### config.mk
export PLATFORM = sky130hd
export DESIGN_NAME = stack_ptr_unit
export DESIGN_NICKNAME = d
export VERILOG_FILES = /design/src/rtl/stk_pkg.sv /design/src/rtl/stk_ptr_reg.sv /design/src/rtl/stk_seq.sv /design/src/rtl/stk_collect.sv /design/src/rtl/stack_ptr_unit.sv
export SDC_FILE = /design/constraint.sdc
export NUM_CORES = 1
export LEC_CHECK = 0
export BUFFER_PORTS_ARGS = -buffer_cell sky130_fd_sc_hd__buf_4
export CAP_MARGIN = 40
export CORE_ASPECT_RATIO = 1.1
export CORE_MARGIN = 3
export CORE_UTILIZATION = 50
export DETAILED_ROUTE_END_ITERATION = 12
export PLACE_DENSITY = 0.77
export SLEW_MARGIN = 20
export SYNTH_ARGS = -nofsm -noshare
export SYNTH_HDL_FRONTEND = slang
export SYNTH_SLANG_ARGS = --single-unit
### constraint.sdc
create_clock -name clk -period 3.15 [get_ports clk]
set_input_delay 0.1575 -clock clk [delete_from_list [all_inputs] [get_ports clk]]
set_output_delay 0.1575 -clock clk [all_outputs]
set_load 0.02 [all_outputs]
### src/rtl/stk_pkg.sv
package stk_pkg;
  localparam logic [2:0] OP_PUSH_ACC = 3'd0;
  localparam logic [2:0] OP_PUSH_PSR = 3'd1;
  localparam logic [2:0] OP_PULL_ACC = 3'd2;
  localparam logic [2:0] OP_PULL_PSR = 3'd3;
  localparam logic [2:0] OP_CALL     = 3'd4;
  localparam logic [2:0] OP_RET      = 3'd5;

  typedef enum logic [1:0] {ST_IDLE, ST_BEAT, ST_RESP} seq_state_e;

  function automatic logic [1:0] op_beats(input logic [2:0] op);
    case (op)
      OP_PUSH_ACC, OP_PUSH_PSR, OP_PULL_ACC, OP_PULL_PSR: op_beats = 2'd1;
      OP_CALL, OP_RET: op_beats = 2'd2;
      default: op_beats = 2'd0;
    endcase
  endfunction

  function automatic logic op_writes(input logic [2:0] op);
    op_writes = (op == OP_PUSH_ACC) || (op == OP_PUSH_PSR) || (op == OP_CALL);
  endfunction
endpackage

### src/rtl/stk_ptr_reg.sv
module stk_ptr_reg #(
  parameter int PW = 8,
  parameter logic [PW-1:0] RST_VAL = '1
) (
  input  logic          clk,
  input  logic          rst_n,
  input  logic          load,
  input  logic [PW-1:0] load_val,
  input  logic          step_up,
  input  logic          step_dn,
  output logic [PW-1:0] sp,
  output logic [PW-1:0] sp_plus1
);
  always_ff @(posedge clk) begin
    if (!rst_n)       sp <= RST_VAL;
    else if (load)    sp <= load_val;
    else if (step_up) sp <= sp + 1'b1;
    else if (step_dn) sp <= sp - 1'b1;
  end

  assign sp_plus1 = sp + 1'b1;


  wrap_dn_chk: assert property (@(posedge clk) disable iff (!rst_n)
    (sp == '0 && step_dn && !load && !step_up) |=> (sp == '1));

  wrap_up_chk: assert property (@(posedge clk) disable iff (!rst_n)
    (sp == '1 && step_up && !load) |=> (sp == '0));
endmodule

### src/rtl/stk_seq.sv
module stk_seq
  import stk_pkg::*;
(
  input  logic       clk,
  input  logic       rst_n,
  input  logic       req_valid,
  input  logic [2:0] req_op,
  input  logic       hold,
  input  logic       rsp_ready,
  output logic       req_ready,
  output logic       accept,
  output logic       idle,
  output logic       beat_active,
  output logic [0:0] beat_idx,
  output logic [2:0] op_q,
  output logic       rsp_valid
);
  seq_state_e state;
  logic [1:0] nbeats;

  assign idle        = (state == ST_IDLE);
  assign req_ready   = idle && !hold;
  assign accept      = req_valid && req_ready;
  assign beat_active = (state == ST_BEAT);
  assign rsp_valid   = (state == ST_RESP);
  assign nbeats      = op_beats(op_q);

  always_ff @(posedge clk) begin
    if (!rst_n) begin
      state    <= ST_IDLE;
      op_q     <= '0;
      beat_idx <= '0;
    end else begin
      case (state)
        ST_IDLE: if (accept) begin
          op_q     <= req_op;
          beat_idx <= '0;
          state    <= (op_beats(req_op) == 2'd0) ? ST_RESP : ST_BEAT;
        end
        ST_BEAT: begin
          beat_idx <= beat_idx + 1'b1;
          if ({1'b0, beat_idx} == nbeats - 2'd1) state <= ST_RESP;
        end
        ST_RESP: if (rsp_ready) state <= ST_IDLE;
        default: state <= ST_IDLE;
      endcase
    end
  end


  busy_after_accept_chk: assert property (@(posedge clk) disable iff (!rst_n)
    accept |=> !req_ready);

  beat_follows_accept_chk: assert property (@(posedge clk) disable iff (!rst_n)
    (accept && op_beats(req_op) != 2'd0) |=> beat_active);
endmodule

### src/rtl/stk_collect.sv
module stk_collect #(
  parameter int DW = 8,
  parameter int LANES = 2
) (
  input  logic                   clk,
  input  logic                   rst_n,
  input  logic                   clear,
  input  logic                   capture,
  input  logic [$clog2(LANES)-1:0] lane,
  input  logic [DW-1:0]          din,
  output logic [DW*LANES-1:0]    dout
);
  for (genvar g = 0; g < LANES; g++) begin : g_lane
    always_ff @(posedge clk) begin
      if (!rst_n || clear)                   dout[g*DW +: DW] <= '0;
      else if (capture && lane == g)         dout[g*DW +: DW] <= din;
    end
  end
endmodule

### src/rtl/stack_ptr_unit.sv
module stack_ptr_unit
  import stk_pkg::*;
#(
  parameter int DW = 8,
  parameter int AW = 16,
  parameter logic [AW-DW-1:0] STACK_PAGE = 'h01,
  parameter logic [DW-1:0] SP_RESET = '1
) (
  input  logic          clk,
  input  logic          rst_n,
  input  logic          req_valid,
  output logic          req_ready,
  input  logic [2:0]    req_op,
  input  logic [DW-1:0] acc_in,
  input  logic [DW-1:0] psr_in,
  input  logic [AW-1:0] pc_in,
  input  logic          sp_load,
  input  logic [DW-1:0] sp_load_val,
  output logic [DW-1:0] sp_value,
  output logic [AW-1:0] mem_addr,
  output logic          mem_we,
  output logic [DW-1:0] mem_wdata,
  input  logic [DW-1:0] mem_rdata,
  output logic          rsp_valid,
  input  logic          rsp_ready,
  output logic [AW-1:0] rsp_data
);
  localparam int LANES = AW / DW;

  logic          accept, idle, beat_active;
  logic [0:0]    beat_idx;
  logic [2:0]    op_q;
  logic          wr_op, step_up, step_dn, ld_en;
  logic [DW-1:0] sp_plus1;
  logic [DW-1:0] acc_q, psr_q;
  logic [AW-1:0] pc_q;

  stk_seq u_seq (
    .clk, .rst_n, .req_valid, .req_op, .hold(sp_load), .rsp_ready,
    .req_ready, .accept, .idle, .beat_active, .beat_idx, .op_q, .rsp_valid
  );

  assign wr_op   = op_writes(op_q);
  assign step_dn = beat_active && wr_op;
  assign step_up = beat_active && !wr_op;
  assign ld_en   = sp_load && idle;

  stk_ptr_reg #(.PW(DW), .RST_VAL(SP_RESET)) u_ptr (
    .clk, .rst_n, .load(ld_en), .load_val(sp_load_val),
    .step_up, .step_dn, .sp(sp_value), .sp_plus1
  );

  always_ff @(posedge clk) begin
    if (!rst_n) begin
      acc_q <= '0; psr_q <= '0; pc_q <= '0;
    end else if (accept) begin
      acc_q <= acc_in; psr_q <= psr_in; pc_q <= pc_in;
    end
  end

  always_comb begin
    case (op_q)
      OP_PUSH_ACC: mem_wdata = acc_q;
      OP_PUSH_PSR: mem_wdata = psr_q;
      OP_CALL:     mem_wdata = pc_q[(LANES-1-int'(beat_idx))*DW +: DW];
      default:     mem_wdata = '0;
    endcase
  end

  assign mem_we   = step_dn;
  assign mem_addr = {STACK_PAGE, (step_up ? sp_plus1 : sp_value)};

  stk_collect #(.DW(DW), .LANES(LANES)) u_col (
    .clk, .rst_n, .clear(accept), .capture(step_up), .lane(beat_idx),
    .din(mem_rdata), .dout(rsp_data)
  );


  push_dec_chk: assert property (@(posedge clk) disable iff (!rst_n)
    mem_we |=> (sp_value == DW'($past(mem_addr[DW-1:0]) - 1'b1)));

  pull_inc_chk: assert property (@(posedge clk) disable iff (!rst_n)
    step_up |=> (sp_value == $past(mem_addr[DW-1:0])));

  rsp_hold_chk: assert property (@(posedge clk) disable iff (!rst_n)
    (rsp_valid && !rsp_ready) |=> (rsp_valid && $stable(rsp_data)));

  load_ignored_chk: assert property (@(posedge clk) disable iff (!rst_n)
    (rsp_valid) |=> $stable(sp_value));
endmodule

==> summary.md <==
| Metric | Value |
|---|---|
| Max cap viols | 0 |
| Core Footprint | 0.00588 sq mm |
| CTS buffer count | 9 |
| Lkg Pwr | 0.00163 uW |
| Sequential share of the synthesized area | 40.1% |
| Total GRT Usage | 21.6% |
| First-pass GRT wire length | 12,200 um |
| CTS sink cnt | 62 |
| Area occupied by registers | 0.00124 sq mm |
| Via Count | 2,970 |
| PortBufs | 98 |
| Status | finished, final reports clean |
| Initial antenna violation count | 0 |
| Tcrit/Tclk final | 79.9% |
| Cells taking the most area after synthesis | dfxtp_1, nand2_1, a21boi_0 |
| # hold bufs at CTS | 0 |
| CP max stage cell | dfxtp_1 |
| Unique cell type count in the Yosys netlist | 45 |
| Crit path largest cell delay | 560 ps |
| CP endpoint kind | output pin |
| Worst-path clk slew | 70 ps |
| Most frequent cell after synthesis | nand2_1 |
| Post-synth ARST share | 0% |
| Worst-Skew Late Latency | 320 ps |
| Slew margin rel. | 58.7% |
| Area growth from synthesis to layout | 29.9% |
| Final Critical Period | 2520 ps |
| Final WL | 7610 um |
| Seq cells post-synth | 62 |
| Worst flop-to-flop path endpoint | u_col.dout[7] |
| DRT Pass-1 Iters | 4 |
| Die ar. | 0.00718 sq mm |
| # DRC | 0 |
| Initial Utilization | 52.7% |
| Worst Skew | 5.88 ps |
| Arr. time, crit path | 2360 ps |
| Multiplexer area fraction after synthesis | 3.59% |
| H-tree Lvls | 3 |
| Final setup margin | 635 ps |
| Horiz. Die Dim | 81.1 um |
| FF-to-FF path depth | 7 |
| RePlAce Congestion | 0.920 |
| Hold violation count in the final report | 0 |
| Critical path class | reg -> out |
| Global route overflow | 0 |
| Hold path depth | 3 |
| CTS tree | done |
| Mapped Avg Cell Area | 7.73 sq um |
| Tightest Pin Transition | 618 ps |
| Pre-CTS setup slack | 930 ps |
| Setup-failing EPs final | 0 |
| I/O pins | 107 |
| Vias per std cell | 5.25 |
| Layout cells sized above 1 | 26.0% |
| Routed WL per cell | 13.5 um |
| Row cnt | 29 |
| Worst setup SP type | flip-flop |
| Startpoint of the lowest-slack register-to-register path | u_seq.state[0] |
| Largest net degree at the start of global routing | 48 |
| Worst vdd ir | 0.282 mV |
| Number of synthesis warnings | 0 |
| EDFF count, synth | 0 |
| Reg-to-reg slack, setup | 900 ps |
| Crit-path most repeated cell | buf_4 |
| Post-synth top cells | nand2_1, dfxtp_1, a21boi_0 |
| Dpl cell area | 0.00381 sq mm |
| Antenna Cells | 0 |
| Detail Route Antenna Nets | 0 |
| Yosys top cell area share | 40.1% |
| Worst min path class | in -> reg |
| # resized after CTS | 0 |
| Multi-input logic area | 0.00168 sq mm |
| Compound-cell area share of the yosys netlist | 22.3% |
| Cells along the critical path | nand2b_1 -> nor2_1 -> buf_4 -> inv_1 -> ha_1 -> buf_4 |
| Crit-path max FO | 13 |
| Total negative slack | 0 ps |
| Vias in the first global route | 2,642 |
| DIE HEIGHT | 88.6 um |
| Final instance area | 0.00403 sq mm |
| F_max | 398 MHz |
| Largest family of logic cells by synthesized area | simple AND/OR/NAND/NOR gates |
| Unrepaired setup endpoints after global routing | no |
| Worst Min Path Start | psr_in[2] |
| # fillers | 530 |
| Bufs on Longest Clock Path | 2 |
| Post-Synth XOR/XNOR Area | 2.83% |
| Cell Area, Synth | 0.00310 sq mm |
| Pwr Density | 481 mW/mm^2 |
| Synthesized-area fraction occupied by and/or/nand/nor cells | 23.2% |
| Hold endpoint | psr_q[2] |
| Area leader, netlist | dfxtp_1 |
| Syn Inst Count | 401 |
| Primary FF master, synth | dfxtp_1 |
| Post-DP HPWL | 5460 um |
| Total setup buffers inserted after CTS | 0 |
| Final Max Slew Viols | 0 |
| DR iter-0 viols | 156 |
| WP data required | 2990 ps |
| Post-Synth Adder-Cell Area | 1.21% |
| Nets | 543 |
| Root Driver | clkbuf_8 |
[through the flow]
stage,std cells,total power [uW],hold WS [ps],util [%]
2_1_floorplan,407,1080,294,-
3_3_place_gp,550,1210,418,64.8
3_5_place_dp,550,1210,425,64.8
4_1_cts,566,1960,76.5,68.5
5_1_grt,566,2030,81.7,68.5
6_report,566,1940,89.9,68.5
[report_power, final]
group | internal [uW] | total (uW) | switching, uW
clock network | 449 | 740 | 290
registers | 818 | 863 | 44.4
logic | 154 | 334 | 181
[placed cells by master (no fill, tap or decap), drive strengths merged, types with 2 or more instances in the layout]
cell and count:
and2 2, nand2b 2, conb 8, nand2 97
clkbuf 13, dfxtp 62, ha 3, nor4 3
a21boi 35, xnor2 4, a21oi 29, nor2 33
o22ai 4, nor3 4, a211oi 8, buf 103
nand3 12, nand4 2, a22oi 4, xor2 6
mux2i 10, o21ai 18, clkinv 2, o211ai 5
inv 4, nor2b 3
[layout make-up]
class                      instances  share of cell area [%]
clock buffer                      13                    4.45
multi-input combinational        304                    41.7
tap                               77                    2.39
timing repair buffer             103                    19.2
clock inverter                     3                   0.995
sequential                        62                    30.8
inverter                           4                   0.373
[state kept, by name, indices dropped and copies added, names as in the netlist]
name and cells:
pc_q 16, u_col.dout 16, acc_q 8, psr_q 8
u_ptr.sp 8, u_seq.op_q 3, u_seq.state 2, u_seq.beat_idx 1
[layer usage]
layer | wire length, um | global-route usage (%) | vias to the layer above
met5 | 0 | 0 | -
met4 | 95 | 7.68 | 0
met3 | 455 | 3.87 | 9
met2 | 3780 | 36.2 | 100
met1 | 3290 | 27.9 | 1353
li1 | - | - | 1508
[cells by family (layout without fill, tap and decap cells)]
| logic type | count (synthesis) | count (layout) |
|---|---|---|
| other cells | 2 | 8 |
| simple gates | 165 | 165 |
| mux | 11 | 11 |
| flops | 62 | 62 |
| buf+inv | 41 | 123 |
| xor+xnor | 10 | 10 |
| fa+ha+maj | 3 | 3 |
| compound gates | 107 | 107 |
[worst max-delay path by stage]
stage / start / to / slack, ps / depth (start not counted)
floorplan: u_ptr.sp[2] / mem_addr[7] / 1490 / 4
global placement: u_seq.state[1] / u_ptr.sp[0] / 1020 / 9
detailed placement: u_seq.state[0] / u_col.dout[7] / 930 / 7
CTS: u_seq.state[1] / mem_addr[0] / 620 / 6
global route: u_seq.state[1] / mem_addr[0] / 450 / 6
finish: u_seq.state[1] / mem_addr[0] / 630 / 6
[worst max-delay path, delay by kind of cell (launching register included)]
kind          cells  cell delay [ps]
buf+inv           3              630
flops             1              560
simple gates      2              540
fa+ha+maj         1              300
(Power assumes the default switching activity.)
